## src/rtl/gpt_pkg.sv

```systemverilog
// Shared constants for the dual-mode timer: bus width and register byte offsets.
// Assumes an 8-bit byte address; only word-aligned offsets are decoded.
package gpt_pkg;
    localparam int ADDR_W = 8;

    localparam logic [ADDR_W-1:0] OFF_CFG     = 8'h00;
    localparam logic [ADDR_W-1:0] OFF_MODE_A  = 8'h04;
    localparam logic [ADDR_W-1:0] OFF_MODE_B  = 8'h08;
    localparam logic [ADDR_W-1:0] OFF_CTL     = 8'h0C;
    localparam logic [ADDR_W-1:0] OFF_IMR     = 8'h18;
    localparam logic [ADDR_W-1:0] OFF_RIS     = 8'h1C;
    localparam logic [ADDR_W-1:0] OFF_MIS     = 8'h20;
    localparam logic [ADDR_W-1:0] OFF_CLR     = 8'h24;
    localparam logic [ADDR_W-1:0] OFF_LOAD_A  = 8'h28;
    localparam logic [ADDR_W-1:0] OFF_LOAD_B  = 8'h2C;
    localparam logic [ADDR_W-1:0] OFF_MATCH_A = 8'h30;
    localparam logic [ADDR_W-1:0] OFF_MATCH_B = 8'h34;
    localparam logic [ADDR_W-1:0] OFF_PRE_A   = 8'h38;
    localparam logic [ADDR_W-1:0] OFF_PRE_B   = 8'h3C;
    localparam logic [ADDR_W-1:0] OFF_PMAT_A  = 8'h40;
    localparam logic [ADDR_W-1:0] OFF_PMAT_B  = 8'h44;
    localparam logic [ADDR_W-1:0] OFF_VAL_A   = 8'h48;
    localparam logic [ADDR_W-1:0] OFF_VAL_B   = 8'h4C;

    // Configuration codes the counters act on
    localparam int CFG_JOINED = 0;
    localparam int CFG_CLOCK  = 1;
    localparam int CFG_SPLIT  = 4;

    // Control, status and mode bit positions
    localparam int CTL_EN_A  = 0;
    localparam int CTL_TRG_A = 5;
    localparam int CTL_EN_B  = 8;
    localparam int ST_EXPIRE = 0;
    localparam int ST_WRAP   = 3;
    localparam int MODE_ONCE = 0;

    localparam logic [7:0] IMR_WRITABLE = 8'h77;
endpackage

```

## src/rtl/gpt_countdown.sv

```systemverilog
// Joined 32-bit countdown. It loads on a start pulse and then decrements once
// per cycle while run is high. expire is raised in the cycle the count reaches
// 1 (or sits at 0), and the count reloads on the following edge.
// Assumes start and run are never both acted on in the same cycle; start wins.
module gpt_countdown #(
    parameter int W = 32
) (
    input  logic         clk,
    input  logic         rst_n,
    input  logic         start,
    input  logic         run,
    input  logic [W-1:0] load_val,
    output logic         expire
);
    logic [W-1:0] cnt;

    // Expiry is reached on the last counted cycle of a period
    assign expire = run && !start && (cnt <= W'(1));

    // Count register: load on start, reload on expiry, otherwise step down
    always_ff @(posedge clk) begin
        if (!rst_n) begin
            cnt <= '0;
        end else if (start) begin
            cnt <= load_val;
        end else if (run) begin
            cnt <= (cnt <= W'(1)) ? load_val : cnt - W'(1);
        end
    end
endmodule

```

## src/rtl/gpt_rtc.sv

```systemverilog
// Real-time counter. It advances on each step strobe and returns to zero when
// the incremented value would exceed match. wrap flags the step that lands
// on zero. Assumes step is already qualified by configuration and enable.
module gpt_rtc #(
    parameter int W = 32
) (
    input  logic         clk,
    input  logic         rst_n,
    input  logic         step,
    input  logic [W-1:0] match,
    output logic [W-1:0] value,
    output logic         wrap
);
    logic [W-1:0] inc;
    logic [W-1:0] nxt;

    // Next counter value with wrap past the match value
    always_comb begin
        inc = value + W'(1);
        nxt = (inc > match) ? '0 : inc;
    end

    assign wrap = step && (nxt == '0);

    // Counter register advanced only on qualified strobes
    always_ff @(posedge clk) begin
        if (!rst_n) begin
            value <= '0;
        end else if (step) begin
            value <= nxt;
        end
    end
endmodule

```

## src/rtl/gpt_regs.sv

```systemverilog
// Register file and bus decode of the timer. It holds the configuration,
// mode, control, mask, status, load, match and prescale registers, merges
// the counters' events into the status register, and drives the trigger
// pulse. Assumes a single-cycle write strobe and a combinational read.
module gpt_regs
    import gpt_pkg::*;
#(
    parameter int DATA_W = 32,
    parameter int CFG_W  = 3,
    parameter int MODE_W = 4,
    parameter int CTL_W  = 16,
    parameter int STAT_W = 8,
    parameter int PRE_W  = 8
) (
    input  logic              clk,
    input  logic              rst_n,
    input  logic [ADDR_W-1:0] addr,
    input  logic              wr_en,
    input  logic [DATA_W-1:0] wdata,
    output logic [DATA_W-1:0] rdata,
    input  logic              cd_expire,
    input  logic              rtc_wrap,
    input  logic [DATA_W-1:0] rtc_val,
    output logic [CFG_W-1:0]  cfg,
    output logic [MODE_W-1:0] mode_a,
    output logic [CTL_W-1:0]  ctl,
    output logic [STAT_W-1:0] ris,
    output logic [STAT_W-1:0] imr,
    output logic [DATA_W-1:0] load32,
    output logic [DATA_W-1:0] match32,
    output logic              start_a,
    output logic              trig
);
    localparam int HALF_W = DATA_W / 2;

    logic [MODE_W-1:0] mode_b;
    logic [HALF_W-1:0] load_a, load_b, match_a, match_b;
    logic [PRE_W-1:0]  pre_a, pre_b, pmat_a, pmat_b;
    logic              joined;
    logic              wr_ctl, wr_clr;
    logic [STAT_W-1:0] ris_nxt;

    assign joined  = cfg < CFG_W'(CFG_SPLIT);
    assign wr_ctl  = wr_en && (addr == OFF_CTL);
    assign wr_clr  = wr_en && (addr == OFF_CLR);
    assign start_a = wr_ctl && wdata[CTL_EN_A] && !ctl[CTL_EN_A];
    assign load32  = {load_b, load_a};
    assign match32 = {match_b, match_a};

    // Status update: clear by write first, then counter events set bits
    always_comb begin
        ris_nxt = ris;
        if (wr_clr) begin
            ris_nxt = ris_nxt & ~wdata[STAT_W-1:0];
        end
        if (cd_expire) begin
            ris_nxt[ST_EXPIRE] = 1'b1;
        end
        if (rtc_wrap) begin
            ris_nxt[ST_WRAP] = 1'b1;
        end
    end

    // Configuration, mode, mask and status registers
    always_ff @(posedge clk) begin
        if (!rst_n) begin
            cfg    <= '0;
            mode_a <= '0;
            mode_b <= '0;
            imr    <= '0;
            ris    <= '0;
        end else begin
            ris <= ris_nxt;
            if (wr_en) begin
                case (addr)
                    OFF_CFG:    cfg    <= wdata[CFG_W-1:0];
                    OFF_MODE_A: mode_a <= wdata[MODE_W-1:0];
                    OFF_MODE_B: mode_b <= wdata[MODE_W-1:0];
                    OFF_IMR:    imr    <= wdata[STAT_W-1:0] & IMR_WRITABLE[STAT_W-1:0];
                    default: ;
                endcase
            end
        end
    end

    // Control register: software write wins over the one-shot auto-clear
    always_ff @(posedge clk) begin
        if (!rst_n) begin
            ctl <= '0;
        end else if (wr_ctl) begin
            ctl <= wdata[CTL_W-1:0];
        end else if (cd_expire && mode_a[MODE_ONCE]) begin
            ctl[CTL_EN_A] <= 1'b0;
        end
    end

    // Load, match and prescale registers with the joined-mode upper-half split
    always_ff @(posedge clk) begin
        if (!rst_n) begin
            load_a  <= '0;
            load_b  <= '0;
            match_a <= '0;
            match_b <= '0;
            pre_a   <= '0;
            pre_b   <= '0;
            pmat_a  <= '0;
            pmat_b  <= '0;
        end else if (wr_en) begin
            case (addr)
                OFF_LOAD_A: begin
                    load_a <= wdata[HALF_W-1:0];
                    if (joined) load_b <= wdata[DATA_W-1:HALF_W];
                end
                OFF_LOAD_B: load_b <= wdata[HALF_W-1:0];
                OFF_MATCH_A: begin
                    match_a <= wdata[HALF_W-1:0];
                    if (joined) match_b <= wdata[DATA_W-1:HALF_W];
                end
                OFF_MATCH_B: match_b <= wdata[HALF_W-1:0];
                OFF_PRE_A:   pre_a   <= wdata[PRE_W-1:0];
                OFF_PRE_B:   pre_b   <= wdata[PRE_W-1:0];
                OFF_PMAT_A:  pmat_a  <= wdata[PRE_W-1:0];
                OFF_PMAT_B:  pmat_b  <= wdata[PRE_W-1:0];
                default: ;
            endcase
        end
    end

    // Trigger pulse: one cycle after each expiry edge when enabled
    always_ff @(posedge clk) begin
        if (!rst_n) begin
            trig <= 1'b0;
        end else begin
            trig <= cd_expire && ctl[CTL_TRG_A];
        end
    end

    // Read multiplexer
    always_comb begin
        rdata = '0;
        case (addr)
            OFF_CFG:     rdata = DATA_W'(cfg);
            OFF_MODE_A:  rdata = DATA_W'(mode_a);
            OFF_MODE_B:  rdata = DATA_W'(mode_b);
            OFF_CTL:     rdata = DATA_W'(ctl);
            OFF_IMR:     rdata = DATA_W'(imr);
            OFF_RIS:     rdata = DATA_W'(ris);
            OFF_MIS:     rdata = DATA_W'(ris & imr);
            OFF_LOAD_A:  rdata = joined ? load32 : DATA_W'(load_a);
            OFF_LOAD_B:  rdata = DATA_W'(load_b);
            OFF_MATCH_A: rdata = joined ? match32 : DATA_W'(match_a);
            OFF_MATCH_B: rdata = DATA_W'(match_b);
            OFF_PRE_A:   rdata = DATA_W'(pre_a);
            OFF_PRE_B:   rdata = DATA_W'(pre_b);
            OFF_PMAT_A:  rdata = DATA_W'(pmat_a);
            OFF_PMAT_B:  rdata = DATA_W'(pmat_b);
            OFF_VAL_A:   rdata = (cfg == CFG_W'(CFG_CLOCK)) ? rtc_val : '0;
            default:     rdata = '0;
        endcase
    end
endmodule

```

## src/rtl/gpt_top.sv

```systemverilog
// Dual-mode timer top. It connects the register file to the joined countdown
// and the real-time counter, qualifies each counter by configuration and
// enable, and forms the level interrupt.
// Assumes sec_tick is a synchronous one-cycle strobe.
module gpt_top
    import gpt_pkg::*;
#(
    parameter int DATA_W = 32,
    parameter int CFG_W  = 3,
    parameter int MODE_W = 4,
    parameter int CTL_W  = 16,
    parameter int STAT_W = 8,
    parameter int PRE_W  = 8
) (
    input  logic              clk,
    input  logic              rst_n,
    input  logic [ADDR_W-1:0] addr,
    input  logic              wr_en,
    input  logic [DATA_W-1:0] wdata,
    output logic [DATA_W-1:0] rdata,
    input  logic              sec_tick,
    output logic              irq,
    output logic              trig
);
    logic [CFG_W-1:0]  cfg;
    logic [MODE_W-1:0] mode_a;
    logic [CTL_W-1:0]  ctl;
    logic [STAT_W-1:0] ris, imr;
    logic [DATA_W-1:0] load32, match32, rtc_val;
    logic              start_a, cd_expire, rtc_wrap, cd_run, rtc_step;

    assign cd_run   = ctl[CTL_EN_A] && (cfg == CFG_W'(CFG_JOINED));
    assign rtc_step = sec_tick && ctl[CTL_EN_A] && (cfg == CFG_W'(CFG_CLOCK));
    assign irq      = |(ris & imr);

    gpt_regs #(
        .DATA_W(DATA_W), .CFG_W(CFG_W), .MODE_W(MODE_W),
        .CTL_W(CTL_W), .STAT_W(STAT_W), .PRE_W(PRE_W)
    ) u_regs (
        .clk(clk), .rst_n(rst_n), .addr(addr), .wr_en(wr_en),
        .wdata(wdata), .rdata(rdata), .cd_expire(cd_expire),
        .rtc_wrap(rtc_wrap), .rtc_val(rtc_val), .cfg(cfg),
        .mode_a(mode_a), .ctl(ctl), .ris(ris), .imr(imr),
        .load32(load32), .match32(match32), .start_a(start_a), .trig(trig)
    );

    gpt_countdown #(.W(DATA_W)) u_cd (
        .clk(clk), .rst_n(rst_n), .start(start_a), .run(cd_run),
        .load_val(load32), .expire(cd_expire)
    );

    gpt_rtc #(.W(DATA_W)) u_rtc (
        .clk(clk), .rst_n(rst_n), .step(rtc_step), .match(match32),
        .value(rtc_val), .wrap(rtc_wrap)
    );
endmodule


```

## config.mk

```make
export PLATFORM = sky130hd
export DESIGN_NAME = gpt_top
export DESIGN_NICKNAME = d
export VERILOG_FILES = /design/src/rtl/gpt_pkg.sv /design/src/rtl/gpt_countdown.sv /design/src/rtl/gpt_rtc.sv /design/src/rtl/gpt_regs.sv /design/src/rtl/gpt_top.sv
export SDC_FILE = /design/constraint.sdc
export NUM_CORES = 1
export LEC_CHECK = 0
export ABC_AREA = 1
export CAP_MARGIN = 30
export CORE_MARGIN = 5
export CORE_UTILIZATION = 60
export DETAILED_ROUTE_END_ITERATION = 8
export MAX_ROUTING_LAYER = met4
export PLACE_DENSITY = 0.81
export SETUP_SLACK_MARGIN = 0.1
export SYNTH_ARGS = -nofsm -noshare
export SYNTH_HDL_FRONTEND = slang
export SYNTH_SLANG_ARGS = --single-unit
```

## constraint.sdc

```tcl
create_clock -name clk -period 4.55 [get_ports clk]
set_input_delay 1.365 -clock clk [delete_from_list [all_inputs] [get_ports clk]]
set_output_delay 1.365 -clock clk [all_outputs]
set_load 0.01 [all_outputs]
```

Word level (Yosys, flattened, before mapping):

Index checks and enable logic that the tools add are counted.
Widths: inputs -> output; s select.

* $add $sub $neg: 2
* multipliers: 0
* divide/modulo/power cells: 0
* $lt $le $gt $ge: 3
* equal/unequal tests: 19
* shifts and indexed selects: 0
* mux-type cells: 16
* bitwise logic cells: 4
* reduce and logical (&&, ||, !) cells: 36

Operators by type and width (count)
* $pmux 32 s16: 1
* $mux 32: 7
* $eq 8x6->1 const B: 8
* $pmux 16 s2: 2
* $add 32x1->32 const B: 1
* $gt 32x32->1: 1
* $le 32x1->1 const B: 1
* $logic_not 32->1: 1
* $sub 32x1->32 const B: 1
* $eq 8x7->1 const B: 3
* $reduce_and 2->1: 10
* $and 8x7->8: 2
* $eq 8x4->1 const B: 2
* $eq 8x5->1 const B: 2
* $mux 16: 1
* $logic_and 1x1->1: 12
* $reduce_bool 2->1: 6
* $and 8x8->8: 1
* $eq 8x3->1 const B: 1
* $logic_not 8->1: 1
* $not 8->8: 1
* $reduce_or 8->1: 1
* $reduce_and 3->1: 2
* $mux 1: 4
* other kinds (6): 8

* register bits after elaboration: 202
* bits in latches: 0
* bits in writable memories: 0
* ROM bits: 0
* input bits: 44
* output and inout port bits: 34
* logic and storage cells: 100
* memories: 0

Depth between registers and ports, before layout:

Gate-level depths: netlist of run 1.

* depth after elaboration: 10
* mapped depth: 25
* depth with buffers taken out: 24

By module:

Synthesis of run 1 repeated with hierarchy kept, for this count alone.

* cells, all modules: 2063
* area total of the unflattened synthesis: 12956.2 um^2

Modules (own cells, without submodules)
* gpt_regs: instances 1, cells an instance 1153, area each 7298.2 um^2, seq. area each 2762.6 um^2
* gpt_rtc: instances 1, cells an instance 492, area each 3113.0 um^2, seq. area each 640.6 um^2
* gpt_countdown: instances 1, cells an instance 398, area each 2453.6 um^2, seq. area each 640.6 um^2
* gpt_top: instances 1, cells an instance 20, area each 91.3 um^2, seq. area each 0.0 um^2

Worst setup path after synthesis of run 1:

OpenSTA, ideal clock, no wires.

* kind: input-to-output
* start point: input port addr[1]
* end point: output port rdata[13]
* arrival time: 2.878 ns
* required time: 3.185 ns
* slack: 0.307 ns
* stages on the path: 8
* path buffers: 2
* cell sequence: or2_4 -> nor3_1 -> inv_1 -> nor2_1 -> inv_1 -> clkbuf_1 -> clkbuf_1 -> o2111ai_1

* longest elaborated chain between the ends: 2
* elaborated cells on any way between the ends: 17
* those cells by class: eq/ne (15); mux (1); reduce/logical (1)

Ends and longest elaborated chain
* start: declaration: line gpt_top.sv:17 `input logic [ADDR_W-1:0] addr,`
* $eq 8x7->1, or another cell as far along: line gpt_regs.sv:141 `case (addr)`
* $pmux 32 s16 (*): line gpt_regs.sv:141
* end: declaration: line gpt_top.sv:20 `output logic [DATA_W-1:0] rdata,`

Mark *: on every way between the ends. The rest lies on a longest branch, timed or not.

Worst setup path after layout of run 1:

* start point: input port addr[7]
* end point: output port rdata[14]

The elaborated chain is that of the path after synthesis.

==> results.py, run 1 <==
metrics = {
    "clocking": {
        "cts_tree": "yes",
        "cts_inserted_buffers": 23,
        "cts_hold_buf": 0,
        "clkTransAtPathRegs_ps": 60,
        "clockBufferDepth": 3,
        "clock-sinks": 202,
        "htreeDepth": 1,
        "insertion_delay_ps": 520,
        "cts_root_buffer": "clkbuf_16",
    },
    "floorplanning": {
        "pin_count": 78,
        "core_um2": 18600,
        "dieArea_um2": 21700,
        "die_h_um": 147,
        "die_w_um": 147,
        "initial_utilization_pct": 60.7,
        "rows": 50,
    },
    "timing": {
        "rsz0062_at_grt": "true",
        "fin_crit_ps": 4430,
        "relSlewSlack_pct": 44.3,
        "fin_worst_skew_ps": 11.2,
        "finalMaxSlewViolations": 0,
        "period_share_pct": 97.4,
        "finalHoldViolCount": 0,
        "fmax_mhz": 226,
        "setup_viol": 0,
        "tightest_slew_ps": 834,
    },
    "placed_design": {
        "dp_hpwl_um": 29700,
        "dp_cells": 1942,
        "place_congestion": 1.02,
        "postPlaceCellArea_um2": 12600,
        "io_buffers": 77,
    },
    "worst_setup_path": {
        "timing_worst_setup_path_type": "in2out",
        "crit_top_cell": "buf_6",
        "crit_path_end_kind": "primary output",
        "path_cells": "buf_6, or2_4, nor3_4, inv_2, nor2_4, clkinv_4, buf_6, buf_6, nor2_1, a221oi_1, o211ai_1, clkbuf_2",
        "cp.arrival_ps": 3060,
        "required_ps": 3180,
        "cp_slowest_stage_delay_ps": 270,
        "start_kind": "input pin",
        "crit_fanout": 5,
        "crit_slowest_cell": "or2_4",
    },
    "cells_and_area": {
        "final_cell_area_um2": 13800,
        "layout.nets": 1829,
        "register_area_um2": 4040,
        "fillCellCount": 1524,
        "final_common_cell": "nand2_1",
        "mostFrequentLayoutCells": "305 x nand2_1, 202 x dfxtp_1, 199 x o21ai_0, 192 x a21oi_1, 176 x inv_1",
        "drive_gt1_share_pct": 15.0,
        "multiInputGateArea_um2": 6480,
        "area_delta_synth_final_pct": 21.8,
        "final_cells": 2000,
    },
    "synthesis": {
        "synth_cell_types": 51,
        "avgSynthCellArea_um2": 6.91,
        "synth_area_leader_cell": "dfxtp_1",
        "yosysTopAreaCellShare_pct": 35.7,
        "synth.area.top_cells": "dfxtp_1 36%, nand2_1 10%, o21ai_0 9.1%, a21oi_1 8.5%, inv_1 6.4%",
        "synth_seq_cells": 202,
        "postSynthNetCount": 1716,
        "synthArstFlopShare_pct": 0,
        "synth-seq-area-share_pct": 35.7,
        "netlist_instances": 1637,
        "synth-edff-count": 0,
        "netlist_area_um2": 11300,
        "synth_ff_type": "dfxtp_1",
        "ys_warn_count": 0,
    },
    "grt": {
        "grt.overflow.total": 0,
        "grt_pass1_vias": 11661,
        "grt_pass1_wl_um": 63400,
        "track_usage_pct": 37.5,
        "antenna_found_initial": 1,
        "grt_max_degree": 101,
    },
    "flow_run": {
        "cap_violations": 0,
    },
    "route": {
        "drtIter0Drc": 1405,
        "drtAntennaViolNets": 0,
        "routedWlPerCell_um": 20.3,
        "drc": 0,
        "firstDrtPassIters": 6,
        "wirelength_um": 40600,
        "vias": 12390,
        "avgViaCountPerCell": 6.20,
    },
    "power_and_ir_drop": {
        "ir_drop_uv": 273,
        "power_density_nw_per_um2": 287,
        "power_leakage_nw": 5.70,
    },
    "status": {
        "outcome": "complete, no violations",
    },
    "min_path": {
        "hold_class": "reg2reg",
    },
}
Yosys cell counts (3+ instances only):
cell type / number
nor2_2: 7
xor2_1: 32
buf_2: 15
a22oi_1: 5
o221ai_1: 17
inv_1: 192
ha_1: 35
clkbuf_1: 59
o2111ai_1: 7
inv_2: 5
xnor2_1: 9
buf_6: 3
nand3_1: 41
nor2_4: 3
nor2_1: 103
nand4_1: 22
o211ai_1: 20
o21ai_0: 206
a221oi_1: 10
nand2_1: 312
a31oi_1: 33
a21oi_1: 193
dfxtp_1: 202
a211oi_1: 20
or2_2: 5
buf_1: 3
o21ai_1: 4
nor4_1: 6
nor3_1: 20
o22ai_1: 19
worst paths after layout:
kind	start	endpoint	slack (ps)	cells after the start
setup / recovery	addr[7]	rdata[14]	120	12
hold / removal	u_regs.pre_a[7]$_SDFFE_PN0P_	u_regs.pre_a[7]$_SDFFE_PN0P_	470	2
setup reg to reg	u_rtc.value[1]$_SDFFE_PN0P_	u_regs.ris[3]$_SDFFE_PN0P_	610	23
hold reg to reg	u_regs.pre_a[7]$_SDFFE_PN0P_	u_regs.pre_a[7]$_SDFFE_PN0P_	470	2
routing by layer:
metal  up-vias  wire length, um  global-route usage, %
li1       5798                -                      -
met1      5667            16000                   47.6
met2       757            17900                   57.7
met3       168             4430                   7.22
met4         0             2260                   18.2
met5         -                0                      -
flip-flops by register name, summed over array words and instances, names as in the netlist, 8 cells and up:
register / cells
u_regs.pmat_b: 8
u_regs.ris: 8
u_cd.cnt: 32
u_regs.match_a: 16
u_regs.pmat_a: 8
u_regs.pre_a: 8
u_regs.load_b: 16
u_regs.match_b: 16
u_regs.load_a: 16
u_regs.pre_b: 8
u_regs.ctl: 16
u_rtc.value: 32
power breakdown:
part           internal (mW)  total, mW  switching [mW]
Clock                   1.21       1.97           0.760
Combinational         0.0724      0.213           0.141
Sequential              1.77       1.78         0.00316
kinds of logic (layout without fill, tap and decap cells):
family / count (synthesis) / count (layout) / share of synthesized area (%)
xor+xnor: 41 / 41 / 3.17
simple gates: 533 / 533 / 20.2
compound gates: 545 / 545 / 27.3
fa+ha+maj: 35 / 35 / 3.87
flops: 202 / 202 / 35.7
other cells: 0 / 1 / 0
buf+inv: 281 / 409 / 9.74
per-stage QoR:
| stage | setup WS, ps | total power, mW | TNS (ps) | hold slack, ps | util, % |
|---|---|---|---|---|---|
| final | 120 | 3.96 | 0 | 468 | 74.0 |
| after global routing | 36.5 | 4.05 | 0 | 485 | 74.0 |
| after CTS | 78.2 | 3.95 | 0 | 463 | 73.3 |
| after detailed placement | -666 | 2.01 | -18170 | 442 | 67.8 |
| after global placement | -654 | 2.01 | -17950 | 440 | 67.8 |
| after floorplan | 307 | 1.91 | 0 | 425 | - |
worst max-delay path, delay by kind of cell:
family | cells | cell delay, ps
buffers and inverters | 6 | 730
and+or+nand+nor | 4 | 760
AOI/OAI and AO/OA | 2 | 210
repair_timing:
action,4_1_cts,5_1_grt
endpoints found under the setup margin,32,31
pin swaps,15,14
gates resized for setup,189,61
buffers inserted,10,8
hold endpoints to repair,0,0
final cells by class:
| class | instances | area share (%) |
|---|---|---|
| repair buffers | 169 | 10.2 |
| clock inverters | 7 | 0.826 |
| clock buffers | 33 | 4.95 |
| diodes | 1 | 0.0181 |
| inverters | 200 | 5.57 |
| flip-flops and latches | 202 | 29.3 |
| multi-input cells | 1154 | 47.0 |
| well taps | 234 | 2.12 |
(Power assumes the default switching activity.)
==> inputs of run 2 (changes only) <==
- TNS_END_PERCENT: not set -> 10
==> run 2 against run 1 <==
Die area is the same; largest cell class unchanged; clock-buffer cell count is the same; clock skew grew 2.2 ps; sequential share of layout area grew 0.14 points; cell count shrank 0.25%; routed wire length shrank 0.16%; total power grew 0.13%; critical endpoint is now rdata[6].
==> results.py, run 2 (same netlist as run 1, synthesis figures left out) <==
metrics = {
    "status": {
        "outcome": "complete, no violations",
    },
    "clocking": {
        "clock-sinks": 202,
        "clockBufferDepth": 3,
        "clkTransAtPathRegs_ps": 60,
        "htreeDepth": 1,
        "insertion_delay_ps": 520,
        "cts_inserted_buffers": 23,
        "cts_tree": "yes",
        "cts_root_buffer": "clkbuf_16",
    },
    "grt": {
        "use_met1_pct": 47.4,
        "grt_pass1_wl_um": 63300,
        "use_met2_pct": 57.7,
        "grt_max_degree": 101,
        "met3_usage_pct": 7.31,
        "grt.overflow.total": 0,
        "busiest_layer": "met2",
        "grt_pass1_vias": 11664,
        "track_usage_pct": 37.5,
        "antenna_found_initial": 0,
    },
    "cells_and_area": {
        "layout.nets": 1825,
        "final_common_cell": "nand2_1",
        "largestRegisters": "u_cd.cnt (32), u_rtc.value (32)",
        "fillCellCount": 1539,
        "mostFrequentLayoutCells": "307 x nand2_1, 202 x dfxtp_1, 199 x o21ai_0, 193 x a21oi_1, 178 x inv_1",
        "drive_gt1_share_pct": 13.9,
        "diodes": 0,
        "area_delta_synth_final_pct": 21.2,
    },
    "timing": {
        "fin_crit_ps": 4490,
        "fin_ws_ps": 58.5,
        "tightest_slew_ps": 854,
        "fin_worst_skew_ps": 13.4,
        "rsz0062_at_grt": "true",
        "fmax_mhz": 223,
        "finalMaxSlewViolations": 0,
        "setup_tns_ps": 0,
        "period_share_pct": 98.7,
        "setup_viol": 0,
        "hold_slack_ps": 468,
        "finalHoldViolCount": 0,
        "relSlewSlack_pct": 42.9,
    },
    "floorplanning": {
        "core_um2": 18600,
        "rows": 50,
        "die_w_um": 147,
        "dieArea_um2": 21700,
        "die_h_um": 147,
        "initial_utilization_pct": 60.7,
        "pin_count": 78,
    },
    "power_and_ir_drop": {
        "power_density_nw_per_um2": 289,
        "ir_drop_uv": 277,
        "power_leakage_nw": 5.66,
    },
    "route": {
        "wirelength_um": 40500,
        "avgViaCountPerCell": 6.17,
        "drtIter0Drc": 1537,
        "firstDrtPassIters": 6,
        "vias": 12319,
        "routedWlPerCell_um": 20.3,
        "drtAntennaViolNets": 0,
        "drc": 0,
    },
    "worst_setup_path": {
        "crit_slowest_cell": "a2111oi_1",
        "timing_worst_setup_path_type": "in2out",
        "crit_fanout": 4,
        "start_kind": "input pin",
        "crit_path_end_kind": "primary output",
        "cp_slowest_stage_delay_ps": 310,
        "crit_top_cell": "buf_4",
        "path_cells": "clkdlybuf4s15_1, inv_1, nor3_4, buf_4, buf_4, nand2_1, buf_4, o22ai_2, a2111oi_1, nand3_1, buf_2",
        "cp.arrival_ps": 3130,
        "required_ps": 3180,
    },
    "placed_design": {
        "io_buffers": 77,
        "dp_hpwl_um": 29700,
        "place_congestion": 1.02,
        "preCtsSetupSlack_ps": -666,
    },
    "min_path": {
        "hold_class": "reg2reg",
    },
    "flow_run": {
        "cap_violations": 0,
    },
}
run 2: final cells by class:
cell class                      count  area (um^2)  share of cell area (%)
Clock buffer                       33          683                    4.98
Sequential cell                   202         4040                    29.5
Tap cell                          234          293                    2.13
Clock inverter                      7          114                   0.830
Timing Repair Buffer              165         1390                    10.1
Inverter                          200          763                    5.56
Multi-Input combinational cell   1154         6440                    46.9
run 2: stage by stage:
step | instances | cell area [um^2] | utilization, % | total power, mW
6_report | 1995 | 13700 | 73.6 | 3.96
5_1_grt | 1995 | 13700 | 73.6 | 4.05
4_1_cts | 1991 | 13700 | 73.3 | 3.95
3_5_place_dp | 1942 | 12600 | 67.8 | 2.01
3_3_place_gp | 1942 | 12600 | 67.8 | 2.01
2_1_floorplan | 1637 | 11300 | - | 1.91
run 2: path summary, 6_finish.rpt:
kind	startpoint	endpoint	slack, ps	cells after the start
worst min register to register	u_regs.pre_a[0]$_SDFFE_PN0P_	u_regs.pre_a[0]$_SDFFE_PN0P_	470	2
worst max-delay path	addr[5]	rdata[6]	60	11
worst min-delay path	u_regs.pre_a[0]$_SDFFE_PN0P_	u_regs.pre_a[0]$_SDFFE_PN0P_	470	2
worst max register to register	u_rtc.value[1]$_SDFFE_PN0P_	u_regs.ris[3]$_SDFFE_PN0P_	620	23
run 2: worst max-delay path: cells and delay by family:
kind,cells,cell delay [ps]
AOI/OAI and AO/OA,2,400
buffers and inverters,6,960
and+or+nand+nor,3,380
run 2: per-layer routing:
layer	wire, um	part of all wire, %
met5	0	0
met1	15900	39
met4	2290	5.7
met3	4440	11
met2	17900	44
run 2: timing repair:
item,in CTS,in global routing
hold buffers,0,0
resized for setup,183,35
setup endpoints to repair,32,32
setup buffers,10,4
pin swaps,13,7
run 2: power breakdown:
part	internal (mW)	switching, mW	total [mW]
Clock	1.21	0.766	1.97
Combinational	0.0729	0.140	0.213
Sequential	1.77	0.00316	1.78
Total	3.05	0.909	3.96
==> inputs of run 3 (changes only) <==
- CORE_MARGIN: 5 -> 2
==> run 3 against run 2 <==
Design area shrank 0.17%; die area down 8.0%; total power shrank 2.2%; highest routed layer unchanged; largest cell class unchanged; first-iteration DRC count fell by 0.78%; sequential share of layout area rose by 0.051 points; worst hold slack lost 12 ps; clock power down 4%.
==> results.py, run 3 (same netlist as run 1, synthesis figures left out) <==
metrics = {
    "flow_run": {
        "cap_violations": 0,
    },
    "timing": {
        "period_share_pct": 97.8,
        "fin_ws_ps": 101,
        "rsz0062_at_grt": "true",
        "hold_slack_ps": 456,
        "fin_worst_skew_ps": 9.16,
        "relSlewSlack_pct": 44.0,
        "tightest_slew_ps": 839,
        "fin_crit_ps": 4450,
        "fmax_mhz": 225,
        "finalHoldViolCount": 0,
        "setup_viol": 0,
        "finalMaxSlewViolations": 0,
    },
    "grt": {
        "grt_pass1_wl_um": 62600,
        "met3_usage_pct": 6.21,
        "track_usage_pct": 40.8,
        "busiest_layer": "met2",
        "use_met1_pct": 52.3,
        "use_met2_pct": 64.3,
        "grt_pass1_vias": 11455,
        "grt.overflow.total": 0,
        "antenna_found_initial": 0,
        "grt_max_degree": 59,
    },
    "worst_setup_path": {
        "crit_fanout": 7,
        "crit_slowest_cell": "o221ai_4",
        "cp_slowest_stage_delay_ps": 230,
        "cpLargestDelayFamily": "buffers and inverters",
        "timing_worst_setup_path_type": "in2out",
        "start_kind": "input pin",
        "crit_path_end_kind": "primary output",
        "cp.arrival_ps": 3080,
        "required_ps": 3180,
        "critPathBufInv": 5,
        "path_cells": "clkdlybuf4s15_1, nor2_1, inv_1, nor3_1, buf_4, nand2_4, nor2_4, clkinv_4, o221ai_4, a211oi_2, nand4_1, buf_2",
    },
    "floorplanning": {
        "pin_count": 78,
        "core_um2": 18600,
        "die_w_um": 141,
        "rows": 50,
        "initial_utilization_pct": 60.9,
        "die_h_um": 141,
        "dieArea_um2": 20000,
    },
    "clocking": {
        "cts_root_buffer": "clkbuf_16",
        "clockBufferDepth": 3,
        "clkTransAtPathRegs_ps": 60,
        "cts_tree": "yes",
        "insertion_delay_ps": 530,
        "clock-sinks": 202,
        "htreeDepth": 1,
        "cts_inserted_buffers": 24,
    },
    "placed_design": {
        "preCtsSetupSlack_ps": -663,
        "place_congestion": 1.06,
        "dp_hpwl_um": 29100,
        "io_buffers": 77,
    },
    "cells_and_area": {
        "mostFrequentLayoutCells": "307 x nand2_1, 202 x dfxtp_1, 199 x o21ai_0, 192 x a21oi_1, 176 x inv_1",
        "register_area_um2": 4040,
        "drive_gt1_share_pct": 15.0,
        "fillCellCount": 1501,
        "multiInputGateArea_um2": 6460,
        "layout.nets": 1827,
        "final_common_cell": "nand2_1",
        "diodes": 0,
        "largestRegisters": "u_cd.cnt (32), u_rtc.value (32)",
        "area_delta_synth_final_pct": 21.0,
    },
    "route": {
        "firstDrtPassIters": 6,
        "drc": 0,
        "drtIter0Drc": 1525,
        "drtAntennaViolNets": 0,
        "avgViaCountPerCell": 6.24,
        "wirelength_um": 40800,
        "routedWlPerCell_um": 20.4,
        "vias": 12479,
    },
    "power_and_ir_drop": {
        "power_leakage_nw": 5.66,
        "power_density_nw_per_um2": 283,
        "ir_drop_uv": 319,
    },
    "status": {
        "outcome": "complete, no violations",
    },
    "min_path": {
        "hold_class": "reg2reg",
    },
}
## run 3: changes by cell type in the layout (fill, tap and decap cells not counted), sizes merged, moves of 3 or more
cell,change
clkdlybuf4s15,-11
clkbuf,+7
clkinv,+6
buf,+5
bufinv,-3
## run 3: timing repair
| item | CTS | global route |
|---|---|---|
| hold buffers | 0 | 0 |
| endpoints found under the hold margin | 0 | 0 |
| resized for setup | 184 | 64 |
| endpoints found under the setup margin | 32 | 32 |
| pin swaps | 18 | 19 |
| gates cloned | 0 | 1 |
| setup buffers | 8 | 4 |
## run 3: tightest hold or removal path: cells and delay by family, from the launching register on
| kind | cells | cell delay (ps) |
|---|---|---|
| flops | 1 | 290 |
| buf+inv | 1 | 60 |
| compound gates | 1 | 50 |
## run 3: where the power goes
part | internal (mW) | switching (mW) | total (mW) | leakage (nW)
registers | 1.77 | 0.00320 | 1.78 | 1.63
clock network | 1.10 | 0.786 | 1.89 | 0.391
logic | 0.0707 | 0.143 | 0.214 | 3.64
## run 3: layout make-up
class / count / area share [%]
inverters: 200 / 5.64
flip-flops and latches: 202 / 29.5
multi-input cells: 1154 / 47.1
clock inverters: 10 / 0.411
repair buffers: 166 / 9.91
clock buffers: 34 / 5.25
well taps: 234 / 2.14
## run 3: worst paths after layout
path         depth (start not counted)                           end                    startpoint  slack, ps
max reg2reg                         23    u_regs.ris[3]$_SDFFE_PN0P_   u_rtc.value[8]$_SDFFE_PN0P_        670
max                                 12                      rdata[5]                       addr[4]        100
min                                  2  u_regs.pre_b[1]$_SDFFE_PN0P_  u_regs.pre_b[1]$_SDFFE_PN0P_        460
min reg2reg                          2  u_regs.pre_b[1]$_SDFFE_PN0P_  u_regs.pre_b[1]$_SDFFE_PN0P_        460
## run 3: per-stage QoR
step	setup TNS [ps]	util [%]	total power, mW	instance area, um^2	instances
3_5_place_dp	-17940	68.0	2.01	12600	1943
2_1_floorplan	0	-	1.91	11300	1637
5_1_grt	0	73.7	3.96	13700	2000
6_report	0	73.7	3.87	13700	2000
4_1_cts	0	73.2	3.87	13600	1995
3_3_place_gp	-16790	68.0	2.01	12600	1943
## run 3: metal layers
layer,part of all wire [%],vias up
met2,45,791
met3,11,168
met5,0,-
li1,-,5803
met1,39,5717
met4,5.4,0
